## config.mk

```make
export PLATFORM = sky130hd
export DESIGN_NAME = tw_activate_seq
export DESIGN_NICKNAME = d
export VERILOG_FILES = /design/src/rtl/tw_act_pkg.sv /design/src/rtl/tw_halfper_timer.sv /design/src/rtl/tw_esc_fsm.sv /design/src/rtl/tw_pin_drive.sv /design/src/rtl/tw_activate_seq.sv
export SDC_FILE = /design/constraint.sdc
export NUM_CORES = 1
export LEC_CHECK = 0
export ABC_CLOCK_PERIOD_IN_PS = 1940
export BUFFER_PORTS_ARGS = -buffer_cell sky130_fd_sc_hd__buf_4
export CORE_UTILIZATION = 51
export CTS_CLUSTER_DIAMETER = 30
export DETAILED_ROUTE_END_ITERATION = 8
export PLACE_DENSITY = 0.72
export SETUP_SLACK_MARGIN = 0.02
export SYNTH_ARGS = -nofsm -noshare
export SYNTH_HDL_FRONTEND = slang
export SYNTH_SLANG_ARGS = --single-unit
```

## constraint.sdc

```tcl
create_clock -name clk -period 1.94 [get_ports clk]
set_input_delay 0.388 -clock clk [delete_from_list [all_inputs] [get_ports clk]]
set_output_delay 0.388 -clock clk [all_outputs]
set_load 0.005 [all_outputs]
```

## src/rtl/tw_act_pkg.sv

```systemverilog
package tw_act_pkg;

   typedef enum logic [3:0] {
      PH_IDLE,
      PH_BASE,
      PH_RHI,
      PH_RTOG,
      PH_RLO,
      PH_SHI,
      PH_STOG,
      PH_SLO,
      PH_PLO,
      PH_PHI,
      PH_FIN
   } tw_phase_e;

   typedef struct packed {
      logic tck;
      logic dat;
      logic oe;
      logic done;
   } tw_pins_t;

   function automatic int unsigned tw_max3(int unsigned a, int unsigned b, int unsigned c);
      int unsigned m;
      m = (a > b) ? a : b;
      return (m > c) ? m : c;
   endfunction

endpackage

```

## src/rtl/tw_halfper_timer.sv

```systemverilog
module tw_halfper_timer #(
   parameter int unsigned HALF_CYC = 4
) (
   input  logic clk,
   input  logic rst_n,
   input  logic run,
   output logic tick
);

   generate
      if (HALF_CYC == 1) begin : g_direct
         // One clock per slot: every clock ends a slot.
         assign tick = 1'b1;
      end else begin : g_count
         localparam int unsigned TW = $clog2(HALF_CYC);
         logic [TW-1:0] cnt_q;

         assign tick = (cnt_q == TW'(HALF_CYC - 1));

         always_ff @(posedge clk or negedge rst_n) begin
            if (!rst_n)
               cnt_q <= '0;
            else if (!run || tick)
               cnt_q <= '0;
            else
               cnt_q <= cnt_q + 1'b1;
         end

         p_timer_bound_r6: assert property (@(posedge clk) disable iff (!rst_n)
            {1'b0, cnt_q} < (TW + 1)'(HALF_CYC));
      end
   endgenerate

endmodule

```

## src/rtl/tw_esc_fsm.sv

```systemverilog
module tw_esc_fsm
   import tw_act_pkg::*;
#(
   parameter int unsigned RST_EDGES = 8,
   parameter int unsigned SEL_EDGES = 6,
   parameter int unsigned PKT_BITS  = 12,
   parameter int unsigned CNT_W     = 4
) (
   input  logic             clk,
   input  logic             rst_n,
   input  logic             start,
   input  logic             tick,
   output tw_phase_e        phase,
   output logic [CNT_W-1:0] cnt,
   output logic             run
);

   tw_phase_e        ph_q;
   logic [CNT_W-1:0] cnt_q;
   logic             can_start;

   assign can_start = (ph_q == PH_IDLE) || (ph_q == PH_FIN);
   assign run       = !can_start;
   assign phase     = ph_q;
   assign cnt       = cnt_q;

   always_ff @(posedge clk or negedge rst_n) begin
      if (!rst_n) begin
         ph_q  <= PH_IDLE;
         cnt_q <= '0;
      end else if (can_start) begin
         if (start) begin
            ph_q  <= PH_BASE;
            cnt_q <= '0;
         end
      end else if (tick) begin
         unique case (ph_q)
            PH_BASE: ph_q <= PH_RHI;
            PH_RHI: begin
               ph_q  <= PH_RTOG;
               cnt_q <= '0;
            end
            PH_RTOG: begin
               if (cnt_q == CNT_W'(RST_EDGES - 1))
                  ph_q <= PH_RLO;
               else
                  cnt_q <= cnt_q + 1'b1;
            end
            PH_RLO: ph_q <= PH_SHI;
            PH_SHI: begin
               ph_q  <= PH_STOG;
               cnt_q <= '0;
            end
            PH_STOG: begin
               if (cnt_q == CNT_W'(SEL_EDGES - 1))
                  ph_q <= PH_SLO;
               else
                  cnt_q <= cnt_q + 1'b1;
            end
            PH_SLO: begin
               ph_q  <= PH_PLO;
               cnt_q <= '0;
            end
            PH_PLO: ph_q <= PH_PHI;
            PH_PHI: begin
               if (cnt_q == CNT_W'(PKT_BITS - 1))
                  ph_q <= PH_FIN;
               else begin
                  ph_q  <= PH_PLO;
                  cnt_q <= cnt_q + 1'b1;
               end
            end
            default: ph_q <= PH_IDLE;
         endcase
      end
   end

   p_start_accept_r2: assert property (@(posedge clk) disable iff (!rst_n)
      (ph_q == PH_IDLE && start) |=> ph_q == PH_BASE);

   p_restart_r9: assert property (@(posedge clk) disable iff (!rst_n)
      (ph_q == PH_FIN && start) |=> ph_q == PH_BASE);

   p_busy_ignore_r8: assert property (@(posedge clk) disable iff (!rst_n)
      (start && run && ph_q != PH_BASE) |=> ph_q != PH_BASE);

   p_rst_toggles_r3: assert property (@(posedge clk) disable iff (!rst_n)
      (ph_q == PH_RTOG) |-> {1'b0, cnt_q} < (CNT_W + 1)'(RST_EDGES));

   p_sel_toggles_r4: assert property (@(posedge clk) disable iff (!rst_n)
      (ph_q == PH_STOG) |-> {1'b0, cnt_q} < (CNT_W + 1)'(SEL_EDGES));

   p_pkt_index_r5: assert property (@(posedge clk) disable iff (!rst_n)
      (ph_q == PH_PLO || ph_q == PH_PHI) |-> {1'b0, cnt_q} < (CNT_W + 1)'(PKT_BITS));

   p_pkt_order_r5: assert property (@(posedge clk) disable iff (!rst_n)
      (ph_q == PH_PHI && tick) |=> (ph_q == PH_PLO || ph_q == PH_FIN));

endmodule

```

## src/rtl/tw_pin_drive.sv

```systemverilog
module tw_pin_drive
   import tw_act_pkg::*;
#(
   parameter int unsigned          HALF_CYC = 4,
   parameter int unsigned          PKT_BITS = 12,
   parameter logic [PKT_BITS-1:0]  PKT_CODE = 12'h08C,
   parameter int unsigned          CNT_W    = 4
) (
   input  logic             clk,
   input  logic             rst_n,
   input  tw_phase_e        phase,
   input  logic [CNT_W-1:0] cnt,
   output tw_pins_t         pins
);

   tw_pins_t nxt;
   tw_pins_t pins_q;

   always_comb begin
      nxt = '0;
      unique case (phase)
         PH_IDLE: nxt = '0;
         PH_BASE, PH_RLO, PH_SLO: nxt.oe = 1'b1;
         PH_RHI, PH_SHI: begin
            nxt.tck = 1'b1;
            nxt.oe  = 1'b1;
         end
         PH_RTOG, PH_STOG: begin
            nxt.tck = 1'b1;
            nxt.oe  = 1'b1;
            nxt.dat = ~cnt[0];
         end
         PH_PLO: begin
            nxt.oe  = 1'b1;
            nxt.dat = PKT_CODE[cnt];
         end
         PH_PHI: begin
            nxt.tck = 1'b1;
            nxt.oe  = 1'b1;
            nxt.dat = PKT_CODE[cnt];
         end
         PH_FIN:  nxt.done = 1'b1;
         default: nxt = '0;
      endcase
   end

   always_ff @(posedge clk or negedge rst_n) begin
      if (!rst_n)
         pins_q <= '0;
      else
         pins_q <= nxt;
   end

   assign pins = pins_q;

   // Dwell checker: clocks since the driven clock or data level last changed.
   localparam int unsigned HW = $clog2(HALF_CYC + 1);
   logic [HW-1:0] hold_q;
   logic          pin_move;

   assign pin_move = (nxt.tck != pins_q.tck) || (nxt.dat != pins_q.dat);

   always_ff @(posedge clk or negedge rst_n) begin
      if (!rst_n)
         hold_q <= '0;
      else if (pin_move)
         hold_q <= '0;
      else if (hold_q != HW'(HALF_CYC))
         hold_q <= hold_q + 1'b1;
   end

   p_min_dwell_r6: assert property (@(posedge clk) disable iff (!rst_n)
      (pin_move && pins_q.oe && nxt.oe) |-> {1'b0, hold_q} >= (HW + 1)'(HALF_CYC - 1));

endmodule

```

## src/rtl/tw_activate_seq.sv

```systemverilog
module tw_activate_seq
   import tw_act_pkg::*;
#(
   parameter int unsigned          HALF_CYC  = 4,
   parameter int unsigned          RST_EDGES = 8,
   parameter int unsigned          SEL_EDGES = 6,
   parameter int unsigned          PKT_BITS  = 12,
   parameter logic [PKT_BITS-1:0]  PKT_CODE  = 12'h08C
) (
   input  logic clk,
   input  logic rst_n,
   input  logic start,
   output logic tck,
   output logic dat_o,
   output logic dat_oe,
   output logic done
);

   localparam int unsigned CNT_MAX = tw_max3(RST_EDGES, SEL_EDGES, PKT_BITS);
   localparam int unsigned CNT_W   = (CNT_MAX > 2) ? $clog2(CNT_MAX) : 1;

   generate
      if (HALF_CYC < 1) begin : g_bad_half
         $error("HALF_CYC must be at least 1");
      end
      if (RST_EDGES < 2 || (RST_EDGES % 2) != 0) begin : g_bad_rst
         $error("RST_EDGES must be even and at least 2");
      end
      if (SEL_EDGES < 2 || (SEL_EDGES % 2) != 0) begin : g_bad_sel
         $error("SEL_EDGES must be even and at least 2");
      end
      if (PKT_BITS < 1) begin : g_bad_pkt
         $error("PKT_BITS must be at least 1");
      end
   endgenerate

   tw_phase_e        phase;
   logic [CNT_W-1:0] cnt;
   logic             run;
   logic             tick;
   tw_pins_t         pins;

   tw_halfper_timer #(.HALF_CYC(HALF_CYC)) u_timer (
      .clk   (clk),
      .rst_n (rst_n),
      .run   (run),
      .tick  (tick)
   );

   tw_esc_fsm #(
      .RST_EDGES (RST_EDGES),
      .SEL_EDGES (SEL_EDGES),
      .PKT_BITS  (PKT_BITS),
      .CNT_W     (CNT_W)
   ) u_fsm (
      .clk   (clk),
      .rst_n (rst_n),
      .start (start),
      .tick  (tick),
      .phase (phase),
      .cnt   (cnt),
      .run   (run)
   );

   tw_pin_drive #(
      .HALF_CYC (HALF_CYC),
      .PKT_BITS (PKT_BITS),
      .PKT_CODE (PKT_CODE),
      .CNT_W    (CNT_W)
   ) u_pins (
      .clk   (clk),
      .rst_n (rst_n),
      .phase (phase),
      .cnt   (cnt),
      .pins  (pins)
   );

   assign tck    = pins.tck;
   assign dat_o  = pins.dat;
   assign dat_oe = pins.oe;
   assign done   = pins.done;

   p_done_hold_r7: assert property (@(posedge clk) disable iff (!rst_n)
      (done && !$past(start)) |=> done);

   p_release_at_end_r7: assert property (@(posedge clk) disable iff (!rst_n)
      $fell(dat_oe) |-> (done && !tck));

   p_idle_quiet_r1: assert property (@(posedge clk) disable iff (!rst_n)
      (!dat_oe && !done) |-> (!tck && !dat_o));

endmodule

```

==> results of run 1 <==
==> final timing paths <==
kind | start | to | slack [ns] | depth (start not counted)
setup / recovery | u_fsm.phase[0] | u_fsm.phase[0] | 0.12 | 5
hold / removal | u_timer.g_count.cnt_q[0] | u_timer.g_count.cnt_q[0] | 0.44 | 1
setup reg to reg | u_fsm.phase[0] | u_fsm.phase[0] | 0.12 | 5
hold reg to reg | u_timer.g_count.cnt_q[0] | u_timer.g_count.cnt_q[0] | 0.44 | 1
max in group asynchronous | rst_n | u_fsm.phase[1] | 1.29 | 2
min in group asynchronous | rst_n | u_fsm.cnt[2] | 0.47 | 2
==> sequential cells by signal, summed over array words and instances, names as in the netlist <==
register and flops:
u_fsm.phase 4, u_timer.g_count.cnt_q 2, u_pins.pins 4, u_fsm.cnt 4
==> worst max-delay path, delay by kind of cell, from the launching register on <==
kind / cells / cell delay, ns
AO/OA/AOI/OAI: 1 / 0.19
flip-flops: 1 / 0.50
multiplexers: 1 / 0.30
AND/OR/NAND/NOR: 3 / 0.73
==> stage by stage <==
stage	cells	instance area [µm²]	total power (µW)	worst slack [ns]	setup TNS, ns
floorplan	87	866	297	0.0287	0
global placement	112	963	307	0.0708	0
detailed placement	112	963	307	0.0662	0
CTS	117	1010	520	0.0562	0
global route	119	1030	533	-0.0112	-0.0112
finish	119	1030	522	0.124	0
==> kinds of logic after synthesis <==
logic type      Yosys count  synth area share, %
fa+ha+maj                 3                 4.34
flops                    14                 40.5
xor+xnor                  1                 1.01
mux                       2                 2.89
compound gates           18                 13.7
buf+inv                  10                 5.35
simple gates             39                 32.2
==> synthesized netlist by cell type, types with 2 or more instances <==
cell type	count	area [µm²]
sky130_fd_sc_hd__a21o_1	2	15.0
sky130_fd_sc_hd__a21oi_1	2	10.0
sky130_fd_sc_hd__buf_2	4	20.0
sky130_fd_sc_hd__dfrtp_1	14	350
sky130_fd_sc_hd__ha_1	3	37.5
sky130_fd_sc_hd__inv_1	5	18.8
sky130_fd_sc_hd__nand2_1	6	22.5
sky130_fd_sc_hd__nand3_1	6	30.0
sky130_fd_sc_hd__nand3b_1	3	22.5
sky130_fd_sc_hd__nor2_1	5	18.8
sky130_fd_sc_hd__nor2b_1	2	12.5
sky130_fd_sc_hd__o211ai_1	3	22.5
sky130_fd_sc_hd__o21ai_0	3	15.0
sky130_fd_sc_hd__o21ai_1	2	10.0
sky130_fd_sc_hd__o31ai_1	2	15.0
sky130_fd_sc_hd__or4_1	3	22.5
==> per-layer routing <==
metal / up-vias / track usage (%) / routed length [µm]
met2: 10 / 29.6 / 746
met3: 5 / 3.83 / 46
met5: - / 0 / 0
met1: 327 / 30.4 / 908
li1: 356 / - / -
met4: 0 / 7.27 / 25
==> power groups by stage <==
stage	sequential (µW)	combinational [µW]	clock (µW)
floorplan	297	0.0471	0
global placement	297	9.30	0
detailed placement	297	9.33	0
CTS	292	10.9	217
global route	292	12.1	229
finish	292	10.4	220
==> layout make-up <==
cell class / instances / area, µm²
Timing Repair Buffer: 17 / 130
Multi-Input combinational cell: 63 / 475
Inverter: 5 / 18.8
Tap cell: 16 / 20.0
Clock buffer: 4 / 36.3
Fill cell: 125 / 509
Sequential cell: 14 / 352
==> timing repair <==
action                     4_1_cts  5_1_grt
gates resized for setup          0        3
setup buffers                    0        2
setup endpoints to repair        0        4
hold endpoints to repair        14        0
hold buffers                     1        0
==> summary.md, run 1 <==
| Metric | Value |
|---|---|
| Sort of element at the start of the critical path | flop |
| Routed wire length | 1730 µm |
| Post-detailed-route via-to-cell ratio | 5.87 |
| Die H | 43.2 µm |
| Number of nets with antenna violations after detailed routing | 0 |
| Maximum number of pins on one net before global-route repair | 15 |
| RSZ-0062 raised after global routing | true |
| Required @ worst endpoint | 2.12 ns |
| Net switching power figure | 112 µW |
| Average footprint of a synthesized cell | 9.95 µm² |
| Total die area | 1870 µm² |
| Placed wire-length estimate after detailed placement | 1250 µm |
| Share of layout cells above drive strength 1 | 30.1% |
| Crit. End Element | flop |
| Count of flip-flops with a built-in enable after synthesis | 0 |
| Total standard cell area after synthesis | 866 µm² |
| Peak Freq | 551 MHz |
| Min Hold Slack | 0.442 ns |
| Number of detailed-routing iterations run before antenna repair | 4 |
| Cell count after synthesis | 87 |
| I/O Buffers | 6 |
| Total routing usage reported by global routing | 20.5% |
| Cells along the critical path | or2_4 -> nor3b_4 -> and3b_4 -> a21o_1 -> mux2_4 |
| Antenna fix cells | 0 |
| H-tree level count | 1 |
| Initial antenna violation count | 0 |
| Yosys warnings | 0 |
| Clock skew after layout | 0.00546 ns |
| Part of the power in registers | 55.9% |
| Largest voltage drop on the vdd net | 313 µV |
| Data arrival, critical path | 2.00 ns |
| HP Class | reg -> reg |
| Internal power summed over all cells | 410 µW |
| Growth of design area from synthesis to finish | 19.2% |
| Distinct cell type count after synthesis | 38 |
| Final cell utilization of the core | 67.0% |
| # Max-Cap Violations | 0 |
| Number of remaining DRC errors | 0 |
| Hold violation count in the final report | 0 |
| First-pass GRT wire length | 2790 µm |
| Run status | finished clean |
| Switching share of power | 21.4% |
| Number of buffers added by the clock tree synthesis step | 3 |
| Width of the die | 43.2 µm |
| Minimum clock period after layout | 1.82 ns |
| Source-to-sink clock delay at the later pin of the worst-skew pair | 0.29 ns |
| Share of flip-flops with an asynchronous set or reset after synthesis | 100% |
| Mapped Nets | 93 |
| Most common library cell in the layout ignoring fill and taps | sky130_fd_sc_hd__buf_4 |
| Clock tree from TritonCTS | built |
| Placeable Area | 1540 µm² |
| Standard cell with the maximum stage delay on the critical path | sky130_fd_sc_hd__dfrtp_1 |
| Cell row count | 14 |
| Clock-pin slew reported for the worst setup and hold paths after clock tree synthesis | 0.09 ns |
| Total number of vias | 698 |
| Portion of total power attributed to combinational logic | 2.0% |
| Final setup violation count | 0 |
| Number of global-route vias before repair | 625 |
| IO Pins | 7 |
| Critical setup path kind | reg -> reg |
| GRT Residual Overflow | 0 |
| Clk sinks | 14 |
| Proportion of synthesized chip area in sequential cells | 40.5% |
| CTS root buffer | sky130_fd_sc_hd__clkbuf_4 |
| Commonest cells after routing, fill and taps aside | sky130_fd_sc_hd__buf_4 (16), sky130_fd_sc_hd__dfrtp_1 (13), sky130_fd_sc_hd__nand2_1 (6), sky130_fd_sc_hd__nand3_1 (6) |
| Initial core utilization | 56.2% |
| Lkg Pwr | 0.000458 µW |
| Last weighted congestion value of the routability-driven placer | 0.856 |
| Power per cell area | 506 nW/µm² |
| Final-report max-slew violation count | 0 |
| Clock Path Buffers | 2 |
| Detail-routed net length per standard cell | 14.5 µm |
| Worst stage delay on the critical path | 0.50 ns |
| Post-synth top flop | sky130_fd_sc_hd__dfrtp_1 |
| Portion of total power attributed to the clock network | 42.1% |
| Critical path peak fanout | 12 |
| DRC violation total after the first TritonRoute iteration | 15 |
| Share of the cycle needed by the critical path after routing | 93.6% |
| Post-synthesis register bit count | 14 |
| Nets | 110 |
| Max_slew headroom | 67.6% |
| Worst Max-Slew Pin Slew | 0.481 ns |
Power figures use the tool's default switching activity.
==> inputs of run 2 (changes only) <==
--- a/config.mk
+++ b/config.mk
@@ -6,7 +6,7 @@
 export NUM_CORES = 1
 export LEC_CHECK = 0
 export ABC_CLOCK_PERIOD_IN_PS = 1940
-export BUFFER_PORTS_ARGS = -buffer_cell sky130_fd_sc_hd__buf_4
+export BUFFER_PORTS_ARGS = -buffer_cell sky130_fd_sc_hd__buf_2
 export CORE_UTILIZATION = 51
 export CTS_CLUSTER_DIAMETER = 30
 export DETAILED_ROUTE_END_ITERATION = 8
==> summary.md, run 2 (synthesis results as in run 1) <==
| Metric | Value |
|---|---|
| Peak Freq | 534 MHz |
| Clock skew after layout | 0.00271 ns |
| CTS root buffer | sky130_fd_sc_hd__clkbuf_4 |
| Width of the die | 43.2 µm |
| Largest voltage drop on the vdd net | 302 µV |
| Critical R2R Capture | u_fsm.phase[0] |
| Standard cell with the maximum stage delay on the critical path | sky130_fd_sc_hd__dfrtp_1 |
| Max_slew headroom | 73.5% |
| Minimum setup slack among reg-to-reg paths | 0.07 ns |
| Number of remaining DRC errors | 0 |
| Lkg Pwr | 0.000466 µW |
| Sum of met3 wire segment lengths after detailed routing | 139 µm |
| Number of buffers added by the clock tree synthesis step | 3 |
| Initial antenna violation count | 0 |
| Last weighted congestion value of the routability-driven placer | 0.853 |
| Number of detailed-routing iterations run before antenna repair | 4 |
| Placeable Area | 1540 µm² |
| Portion of total power attributed to the clock network | 42.3% |
| Minimum clock period after layout | 1.87 ns |
| Number of global-route vias before repair | 668 |
| Min-delay src | u_timer.g_count.cnt_q[0] |
| Growth of design area from synthesis to finish | 19.7% |
| Initial core utilization | 56.2% |
| Final-report max-slew violation count | 0 |
| Cell row count | 14 |
| Share of layout cells above drive strength 1 | 31.4% |
| Sort of element at the start of the critical path | flop |
| Metal-1 WL | 834 µm |
| Total routing usage reported by global routing | 20.8% |
| Crit. End Element | flop |
| Nets | 112 |
| # placed instances | 112 |
| Critical setup path kind | reg -> reg |
| Final setup violation count | 0 |
| Switching share of power | 21.4% |
| Number of standard cells in the layout, taps in and fillers out | 121 |
| Total number of vias | 719 |
| Clk sinks | 14 |
| H-tree level count | 1 |
| Total die area | 1870 µm² |
| Uppermost layer routed | met4 |
| Worst Hold End | u_timer.g_count.cnt_q[0] |
| Total Power | 520 µW |
| Fill count | 116 |
| Min Hold Slack | 0.439 ns |
| Most common library cell in the layout ignoring fill and taps | sky130_fd_sc_hd__dfrtp_1 |
| Detail-routed net length per standard cell | 14.8 µm |
| Hold violation count in the final report | 0 |
| DRC violation total after the first TritonRoute iteration | 20 |
| Portion of total power attributed to combinational logic | 1.7% |
| Routed wire length on met2 | 757 µm |
| Worst hold stages | 1 |
| Cells along the critical path | ha_2 -> buf_4 -> nand3b_1 -> a22oi_2 -> and3b_4 -> a21o_1 -> mux2_4 |
| Number of nets with antenna violations after detailed routing | 0 |
| HP Class | reg -> reg |
| Part of the power in registers | 56.0% |
| Maximum number of pins on one net before global-route repair | 15 |
| Run status | finished clean |
| Bufs and invs on worst path | 1 |
| First-pass GRT wire length | 2910 µm |
| Setup Slack @ Placement | 0.0899 ns |
| I/O Buffers | 6 |
| Die H | 43.2 µm |
| Post-detailed-route via-to-cell ratio | 5.94 |
| Internal power summed over all cells | 409 µW |
| Reg2Reg Depth | 7 |
| # Max-Cap Violations | 0 |
| Worst Max-Slew Pin Slew | 0.393 ns |
| Critical path peak fanout | 4 |
| GRT Residual Overflow | 0 |
| Power per cell area | 502 nW/µm² |
| Data arrival, critical path | 2.06 ns |
| Category of cells accounting for the largest share of critical-path delay | flip-flops |
| Net switching power figure | 112 µW |
| Antenna fix cells | 0 |
| Source-to-sink clock delay at the later pin of the worst-skew pair | 0.29 ns |
| Clock tree from TritonCTS | built |
| IO Pins | 7 |
| Placed wire-length estimate after detailed placement | 1190 µm |
| Worst stage delay on the critical path | 0.41 ns |
| Startpoint of the worst register-to-register path | u_fsm.cnt[1] |
| Worst Setup Slack, final | 0.0665 ns |
| Routed wire length | 1790 µm |
| Clock-pin slew reported for the worst setup and hold paths after clock tree synthesis | 0.09 ns |
| Clock Path Buffers | 2 |
| Share of the cycle needed by the critical path after routing | 96.6% |
| Commonest cells after routing, fill and taps aside | sky130_fd_sc_hd__dfrtp_1 (14), sky130_fd_sc_hd__buf_4 (12), sky130_fd_sc_hd__nand2_1 (6), sky130_fd_sc_hd__nand3_1 (6), sky130_fd_sc_hd__buf_2 (6) |
| Required @ worst endpoint | 2.12 ns |
[run 2: changes by cell type in the layout (fill, tap and decap cells not counted), sizes merged]
cell and delta:
buf +2
[run 2: per-stage QoR]
step	TNS [ns]	instance area, µm²	util (%)
finish	0	1040	67.2
floorplan	0	866	-
global route	-0.0332	1040	67.2
detailed placement	0	948	61.5
global placement	0	948	61.5
CTS	0	995	64.5
[run 2: cell type report]
cell class              instances  area [µm²]  share of cell area [%]
multi-input cells              63         480                    46.4
flip-flops and latches         14         350                    33.8
repair buffers                 19         130                    12.6
clock buffers                   4        36.3                    3.50
well taps                      16        20.0                    1.93
inverters                       5        18.8                    1.81
[run 2: repair_timing]
action	4_1_cts	5_1_grt
buffers inserted	0	4
gates resized for setup	0	3
endpoints found under the hold margin	14	0
setup endpoints to repair	0	4
hold buffers	1	0
[run 2: per-layer routing]
metal | GRT usage, % | vias to the layer above
met5 | 0 | -
met4 | 9.09 | 0
met3 | 3.83 | 6
met2 | 29.3 | 29
met1 | 30.7 | 332
li1 | - | 352
[run 2: how the worst max path moves through the flow]
stage,cells past startpoint,startpoint,end,slack (ns)
2_1_floorplan,6,u_fsm.cnt[0],u_fsm.cnt[3],0.03
3_3_place_gp,5,u_fsm.phase[1],u_fsm.phase[0],0.15
3_5_place_dp,6,u_fsm.cnt[1],u_fsm.cnt[3],0.09
4_1_cts,6,u_fsm.cnt[1],u_fsm.cnt[3],0.07
5_1_grt,7,u_fsm.cnt[1],u_fsm.phase[0],-0.02
6_report,7,u_fsm.cnt[1],u_fsm.phase[0],0.07
[run 2: power groups by stage]
stage,Combinational (µW),Sequential [µW],Clock (µW)
finish,8.92,292,220
global route,10.7,292,234
CTS,9.56,292,222
detailed placement,8.04,297,0
global placement,7.73,297,0
floorplan,0.0471,297,0
